$ cat config.mk
export PLATFORM = sky130hd
export DESIGN_NAME = scan_mem_dma
export DESIGN_NICKNAME = d
export VERILOG_FILES = /design/src/rtl/scanmem_pkg.sv /design/src/rtl/sm_hdr_window.sv /design/src/rtl/sm_chain.sv /design/src/rtl/sm_seq.sv /design/src/rtl/scan_mem_dma.sv
export SDC_FILE = /design/constraint.sdc
export NUM_CORES = 1
export LEC_CHECK = 0
export ABC_AREA = 1
export CAP_MARGIN = 10
export CORE_ASPECT_RATIO = 0.6
export CORE_MARGIN = 3
export CORE_UTILIZATION = 32
export CTS_CLUSTER_DIAMETER = 100
export CTS_CLUSTER_SIZE = 28
export DETAILED_ROUTE_END_ITERATION = 12
export GPL_ROUTABILITY_DRIVEN = 1
export GPL_TIMING_DRIVEN = 0
export PLACE_DENSITY = 0.56
export SLEW_MARGIN = 20
export SYNTH_ARGS = -nofsm -noshare
export SYNTH_HDL_FRONTEND = slang
export SYNTH_SLANG_ARGS = --single-unit
export TNS_END_PERCENT = 50
$ cat constraint.sdc
create_clock -name clk -period 3.1 [get_ports clk]
set_input_delay 0.62 -clock clk [delete_from_list [all_inputs] [get_ports clk]]
set_output_delay 0.62 -clock clk [all_outputs]
set_load 0.02 [all_outputs]
$ cat src/rtl/scanmem_pkg.sv
package scanmem_pkg;

    localparam int SM_ADDR_W = 10;
    localparam int SM_DATA_W = 16;
    localparam int SM_HDR_W  = 8;

    typedef enum logic [1:0] {
        SEQ_IDLE  = 2'd0,
        SEQ_WRITE = 2'd1,
        SEQ_READ  = 2'd2
    } seq_state_e;

    typedef struct packed {
        logic capture;
        logic shift;
        logic update;
        logic stream;
        logic wr_dir;
    } scan_ctl_t;

    function automatic logic is_stream_wr(input scan_ctl_t c);
        return c.stream && c.wr_dir;
    endfunction

    function automatic logic is_stream_rd(input scan_ctl_t c);
        return c.stream && !c.wr_dir;
    endfunction

endpackage

$ cat src/rtl/sm_hdr_window.sv
module sm_hdr_window #(
    parameter int HDR_W = 8
) (
    input  logic             clk,
    input  logic             rst,
    input  logic             shift,
    input  logic             clear,
    input  logic             tdi,
    input  logic [HDR_W-1:0] header,
    output logic             hit
);
    logic [HDR_W-1:0] win_q;
    logic [HDR_W-1:0] win_nxt;

    // newest bit enters at the top, the earliest of the window sits at bit 0
    assign win_nxt = {tdi, win_q[HDR_W-1:1]};
    assign hit     = shift && (header != '0) && (win_nxt == header);

    always_ff @(posedge clk) begin
        if (rst || clear) begin
            win_q <= '0;
        end else if (shift) begin
            win_q <= win_nxt;
        end
    end
endmodule

$ cat src/rtl/sm_chain.sv
module sm_chain
    import scanmem_pkg::*;
#(
    parameter int ADDR_W = 10,
    parameter int DATA_W = 16
) (
    input  logic                     clk,
    input  logic                     rst,
    input  scan_ctl_t                ctl,
    input  logic                     tdi,
    input  logic                     load_word,
    input  logic [ADDR_W-1:0]        addr_q,
    input  logic [DATA_W-1:0]        rdata,
    output logic [ADDR_W+DATA_W-1:0] chain,
    output logic                     tdo
);
    localparam int CHAIN_W = ADDR_W + DATA_W;

    logic [CHAIN_W-1:0] chain_q;

    assign chain = chain_q;
    assign tdo   = chain_q[0];

    always_ff @(posedge clk) begin
        if (rst) begin
            chain_q <= '0;
        end else if (ctl.capture && !ctl.stream) begin
            chain_q <= {rdata, addr_q};
        end else if (load_word) begin
            chain_q[DATA_W-1:0] <= rdata;
        end else if (ctl.shift) begin
            if (ctl.stream) begin
                chain_q[DATA_W-1:0] <= {tdi, chain_q[DATA_W-1:1]};
            end else begin
                chain_q <= {tdi, chain_q[CHAIN_W-1:1]};
            end
        end
    end
endmodule

$ cat src/rtl/sm_seq.sv
module sm_seq
    import scanmem_pkg::*;
#(
    parameter int ADDR_W = 10,
    parameter int DATA_W = 16
) (
    input  logic                     clk,
    input  logic                     rst,
    input  scan_ctl_t                ctl,
    input  logic                     tap_start,
    input  logic                     hdr_hit,
    input  logic                     tdi,
    input  logic [ADDR_W+DATA_W-1:0] chain,
    output logic [ADDR_W-1:0]        addr_q,
    output logic                     load_word,
    output logic [ADDR_W-1:0]        mem_addr,
    output logic                     mem_we,
    output logic                     mem_re,
    output logic [DATA_W-1:0]        mem_wdata
);
    localparam int CHAIN_W = ADDR_W + DATA_W;
    localparam int CNT_W   = (DATA_W > 1) ? $clog2(DATA_W) : 1;
    localparam logic [CNT_W-1:0] LAST_BIT = CNT_W'(DATA_W - 1);

    seq_state_e       st_q;
    logic [CNT_W-1:0] cnt_q;
    logic             upd_addr;
    logic             word_end;
    logic             wr_fire;
    logic             rd_fetch;
    logic             arm;

    always_comb begin
        upd_addr  = ctl.update && !ctl.stream;
        word_end  = ctl.shift && (cnt_q == LAST_BIT);
        wr_fire   = (st_q == SEQ_WRITE) && is_stream_wr(ctl) && word_end;
        rd_fetch  = is_stream_rd(ctl) && (ctl.capture || ((st_q == SEQ_READ) && word_end));
        arm       = (st_q == SEQ_IDLE) && is_stream_wr(ctl) && (tap_start || hdr_hit);
        load_word = rd_fetch;

        mem_we    = (upd_addr && ctl.wr_dir) || wr_fire;
        mem_re    = rd_fetch || (ctl.capture && !ctl.stream);
        mem_addr  = upd_addr ? chain[ADDR_W-1:0] : addr_q;
        mem_wdata = upd_addr ? chain[CHAIN_W-1:ADDR_W] : {tdi, chain[DATA_W-1:1]};
    end

    always_ff @(posedge clk) begin
        if (rst) begin
            st_q   <= SEQ_IDLE;
            cnt_q  <= '0;
            addr_q <= '0;
        end else if (ctl.update) begin
            st_q  <= SEQ_IDLE;
            cnt_q <= '0;
            if (upd_addr) begin
                addr_q <= chain[ADDR_W-1:0];
            end
        end else if (rd_fetch) begin
            st_q   <= SEQ_READ;
            cnt_q  <= '0;
            addr_q <= addr_q + 1'b1;
        end else if (arm) begin
            st_q  <= SEQ_WRITE;
            cnt_q <= '0;
        end else if (wr_fire) begin
            cnt_q  <= '0;
            addr_q <= addr_q + 1'b1;
        end else if (ctl.shift && (st_q != SEQ_IDLE)) begin
            cnt_q <= cnt_q + 1'b1;
        end
    end
endmodule

$ cat src/rtl/scan_mem_dma.sv
module scan_mem_dma
    import scanmem_pkg::*;
#(
    parameter int ADDR_W = SM_ADDR_W,
    parameter int DATA_W = SM_DATA_W,
    parameter int HDR_W  = SM_HDR_W
) (
    input  logic              clk,
    input  logic              rst,
    input  logic              capture_en,
    input  logic              shift_en,
    input  logic              update_en,
    input  logic              tdi,
    input  logic              stream_mode,
    input  logic              wr_dir,
    input  logic              tap_start,
    input  logic [HDR_W-1:0]  header_val,
    output logic              tdo,
    output logic [ADDR_W-1:0] mem_addr,
    output logic              mem_we,
    output logic              mem_re,
    output logic [DATA_W-1:0] mem_wdata,
    input  logic [DATA_W-1:0] mem_rdata
);
    localparam int CHAIN_W = ADDR_W + DATA_W;

    scan_ctl_t          ctl;
    logic               hdr_hit;
    logic               load_word;
    logic [ADDR_W-1:0]  addr_q;
    logic [CHAIN_W-1:0] chain;

    always_comb begin
        ctl.capture = capture_en;
        ctl.shift   = shift_en;
        ctl.update  = update_en;
        ctl.stream  = stream_mode;
        ctl.wr_dir  = wr_dir;
    end

    sm_hdr_window #(.HDR_W(HDR_W)) u_hdr (
        .clk    (clk),
        .rst    (rst),
        .shift  (shift_en),
        .clear  (update_en),
        .tdi    (tdi),
        .header (header_val),
        .hit    (hdr_hit)
    );

    sm_chain #(.ADDR_W(ADDR_W), .DATA_W(DATA_W)) u_chain (
        .clk       (clk),
        .rst       (rst),
        .ctl       (ctl),
        .tdi       (tdi),
        .load_word (load_word),
        .addr_q    (addr_q),
        .rdata     (mem_rdata),
        .chain     (chain),
        .tdo       (tdo)
    );

    sm_seq #(.ADDR_W(ADDR_W), .DATA_W(DATA_W)) u_seq (
        .clk       (clk),
        .rst       (rst),
        .ctl       (ctl),
        .tap_start (tap_start),
        .hdr_hit   (hdr_hit),
        .tdi       (tdi),
        .chain     (chain),
        .addr_q    (addr_q),
        .load_word (load_word),
        .mem_addr  (mem_addr),
        .mem_we    (mem_we),
        .mem_re    (mem_re),
        .mem_wdata (mem_wdata)
    );
endmodule

# Word-level counts from Yosys, hierarchy flattened
# Index checks and enable logic that the tools add are counted.
# Widths: inputs -> output; s select.
[classes]
mux = 14
n_eq_ne = 7
reduce_logical = 34
addsub = 2
[op_table]
columns = ["op", "n"]
rows = [
  ["$mux 10", 7],
  ["$mux 26", 2],
  ["$mux 16", 3],
  ["$logic_and 1x1->1", 15],
  ["$add 10x1->10 const B", 1],
  ["$eq 8x8->1", 1],
  ["$reduce_bool 8->1", 1],
  ["$reduce_bool 2->1", 3],
  ["$reduce_bool 3->1", 2],
  ["$logic_or 1x1->1", 5],
  ["$reduce_or 5->1", 1],
  ["$add 4x1->4 const B", 1],
  ["$eq 4x4->1 const B", 1],
  ["$mux 2", 2],
  ["$ne 2x1->1 const B", 2],
  ["$ne 3x3->1 const B", 1],
  ["$reduce_and 3->1", 1],
  ["$reduce_or 3->1", 1],
  ["$eq 2x1->1 const B", 1],
  ["$eq 2x2->1 const B", 1],
  ["$logic_not 1->1", 2],
  ["$logic_not 2->1", 1],
  ["$reduce_and 2->1", 1],
  ["$reduce_or 2->1", 1],
]
[totals]
in_bits = 33
regBits = 50
out_inout_bits = 29

# Depth between registers and ports, before layout
[logic_depth]
ltp_word = 8
ltp_mapped = 12
depth_no_buf = 11

# Cells and area by module
# Synthesis repeated with hierarchy kept, for this count alone.
[hier_totals]
hier_cells = 555
area_unflattened_um2 = 3375.7
[modules_own_cells]
columns = ["mod", "cells_per_inst", "seq_area_each_um2", "instances", "area_each_um2"]
rows = [
  ["sm_chain", 247, 520.5, 1, 1495.2],
  ["sm_seq", 240, 320.3, 1, 1425.1],
  ["sm_hdr_window", 68, 140.1, 1, 455.4],
]

# Least setup slack after synthesis
# No wires, ideal clock.
[synth_path]
kind = "input-to-output"
from = "input stream_mode"
to = "output mem_wdata[5]"
t_required_ns = 2.480
setup_slack_ns = 0.698
stages = 6
t_arrival_ns = 1.782
n_path_buf = 3
cell_sequence = "buf_4 > inv_2 > nand2_1 > buf_2 > buf_1 > o21ai_0"
[synth_between]
elab_chain_cells = 3
[synth_rtl]
columns = ["item", "line_no", "rtl"]
rows = [
  ["start, declared", "scan_mem_dma.sv:14", "input logic stream_mode,"],
  ["$logic_not 1->1", "sm_seq.sv:34", "upd_addr = ctl.update && !ctl.stream;"],
  ["$logic_and 1x1->1", "sm_seq.sv:34", ""],
  ["$mux 16", "sm_seq.sv:44", "mem_wdata = upd_addr ? chain[CHAIN_W-1:ADDR_W] : {tdi, chain[DATA_W-1:1]};"],
  ["end, declared", "scan_mem_dma.sv:22", "output logic [DATA_W-1:0] mem_wdata,"],
]
# No other way between the ends.

# Worst setup path in the final report
[layout_path]
from = "input update_en"
to = "output mem_wdata[10]"
[layout_between]
elab_chain_cells = 2
[layout_rtl]
columns = ["item", "line_no", "rtl"]
rows = [
  ["start, declared", "scan_mem_dma.sv:12", "input logic update_en,"],
  ["$logic_and 1x1->1", "sm_seq.sv:34", ""],
  ["$mux 16", "sm_seq.sv:44", ""],
]
# No other way between the ends.

==> results.rst <==
.. list-table::
   :header-rows: 1

   * - Metric
     - Value
   * - Run status
     - finished, final reports clean
   * - Clock tree from TritonCTS
     - yes
   * - Critical Path Sink Type
     - primary output
   * - Remaining global-route overflow
     - 0
   * - Total detailed-routing wirelength
     - 11300 µm
   * - Post-detailed-placement half-perimeter wirelength
     - 8720 µm
   * - Chip Width
     - 137 µm
   * - Placed cell area
     - 4040 µm²
   * - Mean instance size in the synthesized netlist
     - 6.01 µm²
   * - Critical path class
     - in2out
   * - Bufs on Longest Clock Path
     - 2
   * - Number of cells produced by synthesis
     - 547
   * - Die ar.
     - 11600 µm²
   * - Number of optimization iterations in the first detailed-route pass
     - 6
   * - Detailed-route vias per instance
     - 4.98
   * - Post-synthesis mux area share
     - 1.29%
   * - Placeable core area
     - 9590 µm²
   * - Combinational family with the most area after synthesis
     - simple AND/OR/NAND/NOR gates
   * - Effective utilization at floorplan
     - 34.3%
   * - Detailed-route via count
     - 3717
   * - Routability cong.
     - 0.913
   * - Cell breakdown of the critical path
     - buf_2 -> nand2_1 -> clkbuf_4 -> clkbuf_2 -> a21oi_1 -> clkdlybuf4s50_1
   * - Startpoint of the most critical hold path
     - u_hdr.win_q[1]$_SDFFE_PP0P_
   * - Maximum clock rate
     - 331 MHz
   * - Number of distinct library cell variants in the gate-level netlist after synthesis
     - 33
   * - Number of setup violations in the final report
     - 0
   * - Total I/O pin count
     - 62
   * - Max Used Layer
     - met4
   * - Hold Crit Depth
     - 2
   * - Slew Viols, Final
     - 0
   * - Number of global-route vias before repair
     - 3377
   * - Final critical-path required period
     - 3.02 ns
   * - Register bit total from synthesis
     - 49
   * - DRT iter0 DRCs
     - 254
   * - Netlist area before placement
     - 3290 µm²
   * - Nets in the synthesized netlist
     - 582
   * - Crit path DAT
     - 2.40 ns
   * - Final instance area
     - 4270 µm²
   * - Worst vdd rail ir drop
     - 0.218 mV
   * - Most frequent cells in the layout
     - sky130_fd_sc_hd__nand2_1, sky130_fd_sc_hd__inv_1, sky130_fd_sc_hd__nand3_1
   * - Chip height
     - 84.5 µm
   * - CTS clock-pin slew for the worst setup and hold paths
     - 0.07 ns
   * - Rel. slew slack
     - 53.6%
   * - Adder-cell area share of the yosys netlist
     - 0.761%
   * - Number of fill cells in the layout
     - 1042
   * - Leakage component of the power
     - 0.00203 µW
   * - Tightest Pin Transition
     - 0.693 ns
   * - CTS Root Cell
     - sky130_fd_sc_hd__clkbuf_16
   * - Worst r2r src
     - u_seq.cnt_q[0]$_SDFFE_PP0P_
   * - Sum of routed wire segments on met1
     - 5850 µm
   * - Share of final-layout standard cells stronger than drive strength 1
     - 6.49%
   * - Critical path required time
     - 2.48 ns
   * - Hold buffers post-CTS
     - 0
   * - Inserted Clock Buffers
     - 5
   * - Max Fanout on Critical Path
     - 10
   * - Met3 WL post-DR
     - 927 µm
   * - Global-route wire length before repair
     - 17900 µm
   * - Post-route fraction of the period consumed by the critical path
     - 97.5%
   * - Average wire length per cell after detail routing
     - 15.1 µm
   * - Startpoint class of the critical path
     - primary input
   * - Row cnt
     - 27
   * - Clock latency on the worst-skew pair
     - 0.30 ns
   * - DRC violation count after routing
     - 0
   * - Nets@finish
     - 650
   * - Synth warnings
     - 0
   * - Post-synthesis sequential area ratio
     - 29.8%
   * - Total track usage
     - 19.5%
   * - Hold_ws
     - 0.476 ns
   * - Worst Clk Skew
     - 0.00239 ns
   * - Hold Violations, Final
     - 0
   * - Post-layout util
     - 44.5%
   * - Type of the tightest min-delay check
     - reg2reg
   * - Unrepaired setup endpoints after global routing
     - false
   * - Synthesized-area fraction occupied by xor and xnor cells
     - 1.33%
   * - Area growth, synth to finish
     - 29.8%
   * - Max-cap violations
     - 0
   * - Slowest stage delay, CP
     - 0.62 ns
   * - Cell area power density
     - 449 nW/µm²
   * - First element of the critical path
     - update_en
   * - DRT antenna net count
     - 0
   * - Critical-path top delay cell
     - sky130_fd_sc_hd__clkdlybuf4s50_1
   * - Most common cell after layout, fill and taps aside
     - sky130_fd_sc_hd__nand2_1
   * - Largest net degree at the start of global routing
     - 16
   * - Total number of H-tree levels
     - 2
   * - Initial antenna violation count
     - 0
   * - Wire length on met2
     - 4390 µm
   * - Clk sinks
     - 49
   * - Buffers on Ports
     - 59
   * - Share of the synthesized area in compound gates (AO/OA/AOI/OAI)
     - 16.2%
   * - Antenna cell count
     - 0
   * - Path depth of the worst reg2reg path
     - 8
   * - Simple-gate portion of the synthesized area
     - 36.6%
## metrics by stage
step,std cells,power [µW],setup TNS (ns),setup slack (ns)
floorplan,547,996,0,0.698
global placement,736,1190,-0.971,-0.370
detailed placement,736,1200,-1.10,-0.411
CTS,746,1930,0,0.00193
global route,746,2010,0,0.0216
finish,746,1920,0,0.0771
## flip-flops by register name, summed over array words and instances, names as in the netlist
register / cells
u_seq.cnt_q: 4
u_hdr.win_q: 7
u_seq.st_q: 2
u_seq.addr_q: 10
u_chain.chain: 26
## layout make-up
| type | instances | area, µm² | share of cell area [%] |
|---|---|---|---|
| Buffer | 29 | 171 | 4.02 |
| Sequential cell | 49 | 981 | 23.0 |
| Clock buffer | 5 | 125 | 2.93 |
| Multi-Input combinational cell | 390 | 1860 | 43.5 |
| Timing Repair Buffer | 61 | 609 | 14.3 |
| Inverter | 79 | 297 | 6.95 |
| Tap cell | 130 | 163 | 3.81 |
| Clock inverter | 3 | 65.1 | 1.52 |
## final timing paths
kind                                     to  slack [ns]
min reg2reg     u_hdr.win_q[1]$_SDFFE_PP0P_        0.48
max reg2reg  u_chain.chain[12]$_SDFFE_PP0P_        1.27
max                           mem_wdata[10]        0.08
min             u_hdr.win_q[1]$_SDFFE_PP0P_        0.48
## cells in the mapped netlist, drive strengths merged
library cell	instances	area, µm²
o21bai	4	30.0
o21ai	31	166
nand2	139	529
nand4	8	56.3
xnor2	1	8.76
or2	2	12.5
clkinv	1	3.75
inv	78	293
ha	2	25.0
buf	16	114
dfxtp	49	981
nor3	1	5.00
mux2	2	22.5
a21boi	3	22.5
clkbuf	13	48.8
a21oi	46	230
o211ai	2	15.0
a31oi	10	62.6
mux2i	2	20.0
nand3	69	358
nor2	63	241
xor2	4	35.0
a211oi	1	7.51
## critical path: cells and delay by family
| family | cells | cell delay [ns] |
|---|---|---|
| compound gates | 1 | 0.19 |
| simple gates | 1 | 0.24 |
| buf+inv | 4 | 1.34 |
## power by group
part           leakage [µW]  internal (µW)  switching, µW
logic               0.00153            196            292
clock network     0.0000938            462            267
registers          0.000403            670           29.6
total               0.00203           1330            589
## routing by layer
metal / GRT usage [%] / vias to the layer above
met5: 0 / -
met4: 3.99 / 0
met3: 3.53 / 6
met2: 26.3 / 130
met1: 31.4 / 1697
li1: - / 1884
## cells by family (layout without fill, tap and decap cells)
group,Yosys count,count (layout)
simple gates,282,282
buf+inv,108,177
xor+xnor,5,5
fa+ha+maj,2,2
flops,49,49
compound gates,97,97
mux,4,4
## repair_timing
action,4_1_cts,5_1_grt
resized for setup,13,9
pin swaps,2,1
setup buffers,2,0
endpoints found under the setup margin,10,12
No activity file was read; power rests on OpenSTA's default activity.
